## config.mk

```make
export PLATFORM = sky130hd
export DESIGN_NAME = touch_scan_seq
export DESIGN_NICKNAME = d
export VERILOG_FILES = /design/src/rtl/tss_pkg.sv /design/src/rtl/tss_timer.sv /design/src/rtl/tss_word_map.sv /design/src/rtl/touch_scan_seq.sv
export SDC_FILE = /design/constraint.sdc
export NUM_CORES = 1
export LEC_CHECK = 0
export BUFFER_PORTS_ARGS = -buffer_cell sky130_fd_sc_hd__buf_4
export CORE_MARGIN = 4
export CORE_UTILIZATION = 56
export CTS_CLUSTER_DIAMETER = 120
export CTS_CLUSTER_SIZE = 8
export DETAILED_ROUTE_END_ITERATION = 8
export MAX_ROUTING_LAYER = met4
export PLACE_DENSITY = 0.8
export SYNTH_ARGS = -nofsm -noshare
export SYNTH_HDL_FRONTEND = slang
export SYNTH_SLANG_ARGS = --single-unit
```

## constraint.sdc

```tcl
create_clock -name clk -period 2.5 [get_ports clk]
set_input_delay 0.375 -clock clk [delete_from_list [all_inputs] [get_ports clk]]
set_output_delay 0.375 -clock clk [all_outputs]
set_load 0.01 [all_outputs]
```

## src/rtl/tss_pkg.sv

```systemverilog
package tss_pkg;

   localparam int CW_W      = 16;
   localparam int B_PWR_LO  = 0;   // four power switches: mX, pX, mY, pY
   localparam int B_GND_LO  = 4;   // four ground switches, same plate order
   localparam int B_MODE_LO = 8;
   localparam int B_BIAS    = 11;

   typedef enum logic [1:0] {
      PM_INTR = 2'd0,
      PM_PRES = 2'd1,
      PM_POS  = 2'd2
   } panel_mode_e;

   typedef enum logic [4:0] {
      ST_IDLE, ST_ADC_ON,
      ST_XW1, ST_XW2, ST_XW3, ST_XSET, ST_XCONV,
      ST_YW1, ST_YW2, ST_YW3, ST_YSET, ST_YCONV,
      ST_PW, ST_PSET, ST_PCONV,
      ST_PENWAIT, ST_DECIDE, ST_RESCAN
   } scan_st_e;

   // ADC channel codes decoded by the converter
   localparam int CH_PLUS_X = 0;
   localparam int CH_PLUS_Y = 2;

   function automatic logic [CW_W-1:0] cw_make(input logic [3:0] pwr,
                                               input logic [3:0] gnd,
                                               input panel_mode_e mode,
                                               input logic bias);
      logic [CW_W-1:0] w;
      w = '0;
      w[B_PWR_LO +: 4]  = pwr;
      w[B_GND_LO +: 4]  = gnd;
      w[B_MODE_LO +: 2] = mode;
      w[B_BIAS]         = bias;
      return w;
   endfunction

   localparam logic [CW_W-1:0] CW_INTR  = cw_make(4'b0011, 4'b1100, PM_INTR, 1'b0);
   localparam logic [CW_W-1:0] CW_XPRES = cw_make(4'b0010, 4'b0001, PM_PRES, 1'b1);
   localparam logic [CW_W-1:0] CW_XPOS  = cw_make(4'b0010, 4'b0001, PM_POS,  1'b1);
   localparam logic [CW_W-1:0] CW_YPRES = cw_make(4'b1000, 4'b0100, PM_PRES, 1'b1);
   localparam logic [CW_W-1:0] CW_YPOS  = cw_make(4'b1000, 4'b0100, PM_POS,  1'b1);
   localparam logic [CW_W-1:0] CW_FORCE = cw_make(4'b0011, 4'b1100, PM_PRES, 1'b1);

endpackage

```

## src/rtl/tss_timer.sv

```systemverilog
module tss_timer #(
   parameter int W = 8
) (
   input  logic         clk,
   input  logic         rst_n,
   input  logic         load,
   input  logic [W-1:0] load_val,
   output logic         zero
);

   logic [W-1:0] cnt;

   always_ff @(posedge clk or negedge rst_n) begin
      if (!rst_n)
         cnt <= '0;
      else if (load)
         cnt <= load_val;
      else if (cnt != '0)
         cnt <= cnt - 1'b1;
   end

   assign zero = (cnt == '0);

endmodule

```

## src/rtl/tss_word_map.sv

```systemverilog
module tss_word_map
   import tss_pkg::*;
#(
   parameter int CHAN_W = 3
) (
   input  scan_st_e           st_i,
   output logic [CW_W-1:0]    word_o,
   output logic               en_o,
   output logic               req_o,
   output logic [CHAN_W-1:0]  chan_o
);

   always_comb begin
      word_o = CW_INTR;
      en_o   = 1'b1;
      req_o  = 1'b0;
      chan_o = '0;
      unique case (st_i)
         ST_IDLE, ST_PENWAIT, ST_DECIDE, ST_RESCAN: en_o = 1'b0;
         ST_ADC_ON:      word_o = CW_INTR;
         ST_XW1, ST_XW2: word_o = CW_XPRES;
         ST_XW3, ST_XSET: word_o = CW_XPOS;
         ST_XCONV: begin
            word_o = CW_XPOS;
            req_o  = 1'b1;
            chan_o = CHAN_W'(CH_PLUS_Y);
         end
         ST_YW1, ST_YW2: word_o = CW_YPRES;
         ST_YW3, ST_YSET: word_o = CW_YPOS;
         ST_YCONV: begin
            word_o = CW_YPOS;
            req_o  = 1'b1;
            chan_o = CHAN_W'(CH_PLUS_X);
         end
         ST_PW, ST_PSET: word_o = CW_FORCE;
         ST_PCONV: begin
            word_o = CW_FORCE;
            req_o  = 1'b1;
            chan_o = CHAN_W'(CH_PLUS_Y);
         end
         default: en_o = 1'b0;
      endcase
   end

endmodule

```

## src/rtl/touch_scan_seq.sv

```systemverilog
module touch_scan_seq
   import tss_pkg::*;
#(
   parameter int CLK_MHZ        = 125,
   parameter int POS_SETTLE_US  = 55,
   parameter int PRES_SETTLE_US = 0,
   parameter int PEN_SETTLE_US  = 10000,
   parameter int RESCAN_US      = 10000,
   parameter int ADC_W          = 10,
   parameter int CHAN_W         = 3
) (
   input  logic              clk,
   input  logic              rst_n,
   input  logic              pen_irq_i,
   input  logic              restart_i,
   input  logic [1:0]        sense_i,
   input  logic              adc_done_i,
   input  logic [ADC_W-1:0]  adc_data_i,
   output logic [15:0]       ctrl_word_o,
   output logic              adc_en_o,
   output logic              adc_req_o,
   output logic [CHAN_W-1:0] adc_chan_o,
   output logic              pen_arm_o,
   output logic              sample_vld_o,
   output logic              release_o,
   output logic [ADC_W-1:0]  x_o,
   output logic [ADC_W-1:0]  y_o,
   output logic [ADC_W-1:0]  p_o
);

   localparam int POS_CYC  = CLK_MHZ * POS_SETTLE_US;
   localparam int PRES_CYC = CLK_MHZ * PRES_SETTLE_US;
   localparam int PEN_CYC  = CLK_MHZ * PEN_SETTLE_US;
   localparam int RES_CYC  = CLK_MHZ * RESCAN_US;
   localparam int MAX_A    = (POS_CYC > PRES_CYC) ? POS_CYC : PRES_CYC;
   localparam int MAX_B    = (PEN_CYC > RES_CYC) ? PEN_CYC : RES_CYC;
   localparam int MAX_CYC  = (MAX_A > MAX_B) ? MAX_A : MAX_B;
   localparam int TMR_W    = (MAX_CYC > 1) ? $clog2(MAX_CYC) : 1;

   localparam logic [TMR_W-1:0] POS_LD  = TMR_W'((POS_CYC  > 0) ? POS_CYC  - 1 : 0);
   localparam logic [TMR_W-1:0] PRES_LD = TMR_W'((PRES_CYC > 0) ? PRES_CYC - 1 : 0);
   localparam logic [TMR_W-1:0] PEN_LD  = TMR_W'((PEN_CYC  > 0) ? PEN_CYC  - 1 : 0);
   localparam logic [TMR_W-1:0] RES_LD  = TMR_W'((RES_CYC  > 0) ? RES_CYC  - 1 : 0);

   // elaboration-time parameter checks
   if (ADC_W < 1 || ADC_W > 16) begin : g_bad_adc_w
      $error("touch_scan_seq: ADC_W must be 1..16");
   end
   if (CHAN_W < 2) begin : g_bad_chan_w
      $error("touch_scan_seq: CHAN_W must hold channel code 2");
   end
   if (CLK_MHZ < 1) begin : g_bad_clk
      $error("touch_scan_seq: CLK_MHZ must be positive");
   end
   if (POS_SETTLE_US < 0 || PRES_SETTLE_US < 0 || PEN_SETTLE_US < 0 || RESCAN_US < 0) begin : g_bad_dly
      $error("touch_scan_seq: delays must not be negative");
   end

   // variant selection: a zero delay removes its wait state
   logic has_pos, has_pres, has_pen, has_res;
   if (POS_CYC > 0) begin : g_pos_wait
      assign has_pos = 1'b1;
   end else begin : g_pos_none
      assign has_pos = 1'b0;
   end
   if (PRES_CYC > 0) begin : g_pres_wait
      assign has_pres = 1'b1;
   end else begin : g_pres_none
      assign has_pres = 1'b0;
   end
   if (PEN_CYC > 0) begin : g_pen_wait
      assign has_pen = 1'b1;
   end else begin : g_pen_none
      assign has_pen = 1'b0;
   end
   if (RES_CYC > 0) begin : g_res_wait
      assign has_res = 1'b1;
   end else begin : g_res_none
      assign has_res = 1'b0;
   end

   scan_st_e         st, nxt;
   logic             tmr_ld, tmr_zero;
   logic [TMR_W-1:0] tmr_val;
   logic             go, touched, had_sample;
   logic [ADC_W-1:0] x_raw, y_raw, p_raw;

   assign go      = pen_irq_i | restart_i;
   assign touched = (sense_i == 2'b00);

   tss_timer #(.W(TMR_W)) u_timer (
      .clk      (clk),
      .rst_n    (rst_n),
      .load     (tmr_ld),
      .load_val (tmr_val),
      .zero     (tmr_zero)
   );

   tss_word_map #(.CHAN_W(CHAN_W)) u_map (
      .st_i   (st),
      .word_o (ctrl_word_o),
      .en_o   (adc_en_o),
      .req_o  (adc_req_o),
      .chan_o (adc_chan_o)
   );

   always_comb begin
      nxt     = st;
      tmr_ld  = 1'b0;
      tmr_val = '0;
      unique case (st)
         ST_IDLE:   if (go) nxt = ST_ADC_ON;
         ST_ADC_ON: nxt = ST_XW1;
         ST_XW1:    nxt = ST_XW2;
         ST_XW2:    nxt = ST_XW3;
         ST_XW3: begin
            if (has_pos) begin
               nxt = ST_XSET; tmr_ld = 1'b1; tmr_val = POS_LD;
            end else nxt = ST_XCONV;
         end
         ST_XSET:   if (tmr_zero) nxt = ST_XCONV;
         ST_XCONV:  if (adc_done_i) nxt = ST_YW1;
         ST_YW1:    nxt = ST_YW2;
         ST_YW2:    nxt = ST_YW3;
         ST_YW3: begin
            if (has_pos) begin
               nxt = ST_YSET; tmr_ld = 1'b1; tmr_val = POS_LD;
            end else nxt = ST_YCONV;
         end
         ST_YSET:   if (tmr_zero) nxt = ST_YCONV;
         ST_YCONV:  if (adc_done_i) nxt = ST_PW;
         ST_PW: begin
            if (has_pres) begin
               nxt = ST_PSET; tmr_ld = 1'b1; tmr_val = PRES_LD;
            end else nxt = ST_PCONV;
         end
         ST_PSET:   if (tmr_zero) nxt = ST_PCONV;
         ST_PCONV: begin
            if (adc_done_i) begin
               if (has_pen) begin
                  nxt = ST_PENWAIT; tmr_ld = 1'b1; tmr_val = PEN_LD;
               end else nxt = ST_DECIDE;
            end
         end
         ST_PENWAIT: if (tmr_zero) nxt = ST_DECIDE;
         ST_DECIDE: begin
            if (!touched) nxt = ST_IDLE;
            else if (has_res) begin
               nxt = ST_RESCAN; tmr_ld = 1'b1; tmr_val = RES_LD;
            end else nxt = ST_ADC_ON;
         end
         ST_RESCAN: if (go || tmr_zero) nxt = ST_ADC_ON;
         default:   nxt = ST_IDLE;
      endcase
   end

   always_ff @(posedge clk or negedge rst_n) begin
      if (!rst_n) st <= ST_IDLE;
      else        st <= nxt;
   end

   // conversion results of the pass in progress
   always_ff @(posedge clk or negedge rst_n) begin
      if (!rst_n) begin
         x_raw <= '0;
         y_raw <= '0;
         p_raw <= '0;
      end else if (adc_done_i) begin
         if (st == ST_XCONV) x_raw <= adc_data_i;
         if (st == ST_YCONV) y_raw <= adc_data_i;
         if (st == ST_PCONV) p_raw <= adc_data_i;
      end
   end

   // pen decision and output strobes
   always_ff @(posedge clk or negedge rst_n) begin
      if (!rst_n) begin
         sample_vld_o <= 1'b0;
         release_o    <= 1'b0;
         pen_arm_o    <= 1'b0;
         had_sample   <= 1'b0;
         x_o          <= '0;
         y_o          <= '0;
         p_o          <= '0;
      end else begin
         sample_vld_o <= 1'b0;
         release_o    <= 1'b0;
         pen_arm_o    <= 1'b0;
         if (st == ST_DECIDE) begin
            if (touched) begin
               sample_vld_o <= 1'b1;
               had_sample   <= 1'b1;
               x_o          <= x_raw;
               y_o          <= y_raw;
               p_o          <= p_raw;
            end else begin
               pen_arm_o  <= 1'b1;
               release_o  <= had_sample;
               had_sample <= 1'b0;
            end
         end
      end
   end

endmodule

```

# Word level (Yosys, flattened, before mapping)
# Index checks and enable logic that the tools add are counted.
[classes]
add_sub_neg = 1
eq_ne = 26
n_mux = 28
n_bitwise = 1
n_reduce_logical = 20
[op_table]
columns = ["op", "count"]
rows = [
  ["$pmux 5 s18", 1],
  ["$mux 21", 4],
  ["$pmux 21 s3", 1],
  ["$pmux 12 s5", 1],
  ["$mux 5", 10],
  ["$eq 5x4->1 const B", 8],
  ["$logic_not 21->1", 1],
  ["$reduce_bool 21->1", 1],
  ["$sub 21x1->21 const B", 1],
  ["$eq 5x3->1 const B", 4],
  ["$ne 2x2->1 const B", 9],
  ["$reduce_or 14->1", 1],
  ["$reduce_or 3->1", 4],
  ["$eq 5x2->1 const B", 2],
  ["$eq 5x5->1 const B", 2],
  ["$mux 1", 9],
  ["$reduce_and 9->1", 1],
  ["$reduce_and 2->1", 4],
  ["$reduce_or 2->1", 4],
  ["$eq 5x1->1 const B", 1],
  ["$logic_not 5->1", 1],
  ["$pmux 1 s3", 1],
  ["$logic_not 2->1", 1],
  ["$mux 2", 1],
  ["3 further kinds", 3],
]
[word_totals]
regBits = 90
in_bits = 17
output_inout_bits = 54

# Depth between registers and ports, before layout
[logic_depth]
ltp_word = 4
ltp_mapped = 9
depth_no_buf = 8

# Cells and area by module
# A second synthesis with hierarchy kept.
[unflattened]
cells_unflattened = 375
hier_area_um2 = 4615.7
[by_module_without_submodules]
columns = ["module", "instances", "cells_each", "area_per_inst_um2", "seq_area_each_um2"]
rows = [
  ["touch_scan_seq", 1, 200, 2996.6, 1726.7],
  ["tss_timer", 1, 129, 1297.5, 525.5],
  ["tss_word_map", 1, 46, 321.6, 0.0],
]

# Least setup slack after synthesis
# Ideal clock, no wire load.
[synth_path]
path_type = "flip-flop to flip-flop"
startpoint = "reg u_timer.cnt[0]"
endpoint = "reg st[0]"
setup_ps = 125
t_arrival_ps = 2096
setup_slack_ps = 278
path_stages_with_launch = 10
path_buffers = 1
synth_period_minus_slack_ps = 2222
cell_sequence = "dfrtp_1 inv_1 ha_1 nor4b_1 nand3_1 or2_1 buf_6 o21a_1 or2_4 mux2_4"
[synth_via]
elab_chain_cells = 4
[synth_rtl]
columns = ["item", "line", "text"]
rows = [
  ["from (decl)", "tss_timer.sv:11", "logic [W-1:0] cnt;"],
  ["from (signal assigned)", "tss_timer.sv:17", "cnt <= load_val;"],
  ["from (signal assigned)", "tss_timer.sv:19", "cnt <= cnt - 1'b1;"],
  ["$logic_not 21->1 (*)", "tss_timer.sv:22", "assign zero = (cnt == '0);"],
  ["$logic_or 1x1->1", "touch_scan_seq.sv:152", "ST_RESCAN: if (go || tmr_zero) nxt = ST_ADC_ON;"],
  ["$ne 2x2->1 (no line)", "-", ""],
  ["$reduce_and 9->1 (no line) (*)", "-", ""],
  ["to (signal assigned)", "touch_scan_seq.sv:159", "else st <= nxt;"],
  ["to (decl)", "touch_scan_seq.sv:82", "scan_st_e st, nxt;"],
]
# Mark *: on every way between the ends. The rest lies on a longest branch, timed or not.
# A chain may end at the register's enable or synchronous reset.

# Final worst setup path
# Same ends and word-level chain as after synthesis.

==> run_results.csv <==
group,metric,value,unit
finish,antennaDiodeCount,0,
setup_path,crit_type,"flip-flop to flip-flop",
sta,timing.final.hold_violations,0,
placement,dp_hpwl,6290,um
power,ir_worst_vdd,0.506,mV
power,intPower,2.95,mW
route,drc,0,
synth,synth_top_area_share,54.1,%
power,leakage,2.44,nW
power,powerDensity,940,nW/um^2
finish,area_delta_synth_final,18.3,%
clock_tree,clk_pin_slew,0.11,ns
grt,grt_max_degree,40,
route,drt-pass1-iter-count,5,
die,dieArea,8870,um^2
sta,fin_tns_setup,0,ns
synth,postSynth.asyncResetShare,100,%
synth,netlist_top_cells_area,"dfrtp_1, nand2_1, mux2_2",
clock_tree,clkSinkCount,90,
synth,yosysUniqueCellTypes,46,
clock_tree,cts-buffers-inserted,9,
placement,gp_congestion,0.876,
finish,drive_gt1_share,26.7,%
finish,layout_commonest_cell,"nand2_1",
synth,synth-edff-count,0,
clock_tree,cts_buffer_depth,2,
setup_path,arrival,2.55,ns
finish,layout.nets,501,
die,die_h,94.2,um
synth,ys_ff_latch,90,
synth,synth_top_area_cell,"dfrtp_1",
route,ant_nets,0,
die,rows,31,
finish,seqCellArea,2250,um^2
synth,synthCells,418,
grt,grt-ovfl-total,0,
die,die_w,94.2,um
route,wl_per_cell,15.2,um
power,power_frac_clock,21.2,%
setup_path,path_max_fanout,4,
power,p_total,4.63,mW
sta,grt_setup_unrepaired,"no",
finish,multiInputGateArea,1760,um^2
route,drt_iter0_drc,186,
setup_path,critical_path.startpoint_type,"flip-flop",
sta,final_max_slew_viol_count,0,
die,start_util,57.4,%
clock_tree,ctsRootBufferMaster,"clkbuf_8",
flow_run,maxCapViolCount,0,
finish,final_cell_mix,"nand2_1, dfrtp_1, buf_4",
power,power_switching,1.68,mW
synth,ys_warn_count,0,
sta,max_slew_margin,65.2,%
sta,setup_viol_count_final,0,
grt,antenna_found_initial,0,
clock_tree,cts_tree,"built",
sta,tightestPinTransition,0.520,ns
sta,timing.final.crit_share,92.1,%
route,routed_via_density,5.35,
grt,grt_pass1_vias,3193,
synth,synth_area,4160,um^2
sta,fmax,434,MHz
synth,synth_flop_cell,"dfrtp_1",
placement,dpl_worst_slack,0.255,ns
power,seqPwrFrac,46.7,%
grt,grt_usage,23.2,%
placement,port_buffers,61,
run_status,status,"finished, final reports clean",
setup_path,cp.required,2.75,ns
die,pin_count,71,
power,p_comb_share,32.2,%
synth,syn_area_per_cell,9.95,um^2
clock_tree,clk_latency,0.37,ns
sta,holdWs,0.251,ns
synth,ys_seq_area_share,54.1,%
finish,post-route-util,67.9,%
hold_path,hp-class,"input pin to flip-flop",
route,vias,3135,
finish,n_fill_cell,557,
power,p_sw_share,36.3,%
clock_tree,htree_num_levels,3,
sta,fin_skew,0.0169,ns
sta,min_period,2.30,ns
setup_path,cp-end-kind,"flip-flop",
die,coreArea,7250,um^2
sta,layout_setup_ws,0.197,ns
grt,grt_pass1_wl,15500,um
route,routed_wl,8900,um
==> cells in the mapped netlist, types with 2 or more instances <==
master and number:
ha_1 2, nand4_1 3, nor2b_1 3, clkbuf_1 14, o211ai_1 2, buf_4 10, nor3_1 10, nand2_1 119
buf_1 2, inv_1 8, nand3_1 11, nand2b_1 2, mux2_2 31, nor4b_1 4, nor4_4 3, xnor2_1 11
o21ai_0 15, o21ai_1 3, a21oi_1 5, nor4_1 3, o41ai_1 2, nor2_1 30, and2_1 3, or3b_2 2
dfrtp_1 90, or3_1 2, xor2_1 9
==> routing by layer <==
| layer | track usage, % | vias up | wire (um) | part of all wire (%) |
|---|---|---|---|---|
| met5 | - | - | 0 | 0 |
| met4 | 7.94 | 0 | 227 | 2.5 |
| met3 | 4.73 | 26 | 515 | 5.8 |
| met2 | 36.0 | 104 | 4350 | 49 |
| met1 | 30.6 | 1509 | 3810 | 43 |
| li1 | - | 1496 | - | - |
==> repair_timing <==
item                                    in CTS  in global routing
resized for setup                            0                  0
setup buffers                                0                  0
hold buffers                                 1                  0
hold endpoints to repair                    34                  0
endpoints found under the setup margin       0                  0
==> cells by family (layout without fill, tap and decap cells) <==
group                    after synthesis  in the layout  synth area share [%]
AND/OR/NAND/NOR                      206            206                  23.5
flip-flops                            90             90                  54.1
buffers and inverters                 36             97                  4.36
multiplexers                          32             32                  8.75
AO/OA/AOI/OAI                         31             31                  4.33
XOR/XNOR                              20             20                  4.21
adder cells (fa/ha/maj)                2              2                 0.601
other                                  1              9                0.0901
==> registers in the layout (all words and copies together), names as in the netlist, 5 cells and up <==
signal / flops
x_raw: 10
p_o: 10
x_o: 10
u_timer.cnt: 21
p_raw: 10
y_o: 10
y_raw: 10
st: 5
==> stage by stage <==
step	instances	area, um^2
2_1_floorplan	426	4190
3_3_place_gp	569	4720
3_5_place_dp	569	4720
4_1_cts	586	4920
5_1_grt	586	4920
6_report	586	4920
==> power groups by stage <==
stage / clock network [mW] / logic [mW] / registers [mW]
floorplan: 0 / 1.11 / 1.99
global placement: 0 / 1.42 / 2.16
detailed placement: 0 / 1.48 / 2.18
CTS: 1.00 / 1.50 / 2.15
global route: 1.08 / 1.67 / 2.21
finish: 0.980 / 1.49 / 2.16
==> path summary, 6_finish.rpt <==
check	start	endpoint	slack, ns	cells after the start
max	u_timer.cnt[0]	st[0]	0.20	8
min	adc_data_i[7]	y_raw[7]	0.25	2
max reg2reg	u_timer.cnt[0]	st[0]	0.20	8
min reg2reg	p_raw[6]	p_o[6]	0.47	2
max in group asynchronous	rst_n	pen_arm_o	1.40	3
min in group asynchronous	rst_n	st[3]	0.50	2
==> cell type report <==
| type | instances | area share [%] |
|---|---|---|
| clock buffers | 9 | 2.52 |
| clock inverters | 7 | 1.50 |
| inverters | 8 | 0.610 |
| multi-input cells | 300 | 35.7 |
| flip-flops and latches | 90 | 45.7 |
| well taps | 99 | 2.52 |
| repair buffers | 73 | 11.4 |
==> critical path, cell delays in order (launching register included) <==
cell and delay (ns):
dfrtp_1 0.43, inv_1 0.10, ha_1 0.15, nor4b_1 0.33, nand3_1 0.17, or2_1 0.25, o21a_1 0.21, or2_4 0.25
mux2_4 0.29
No activity file was read; power rests on OpenSTA's default activity.
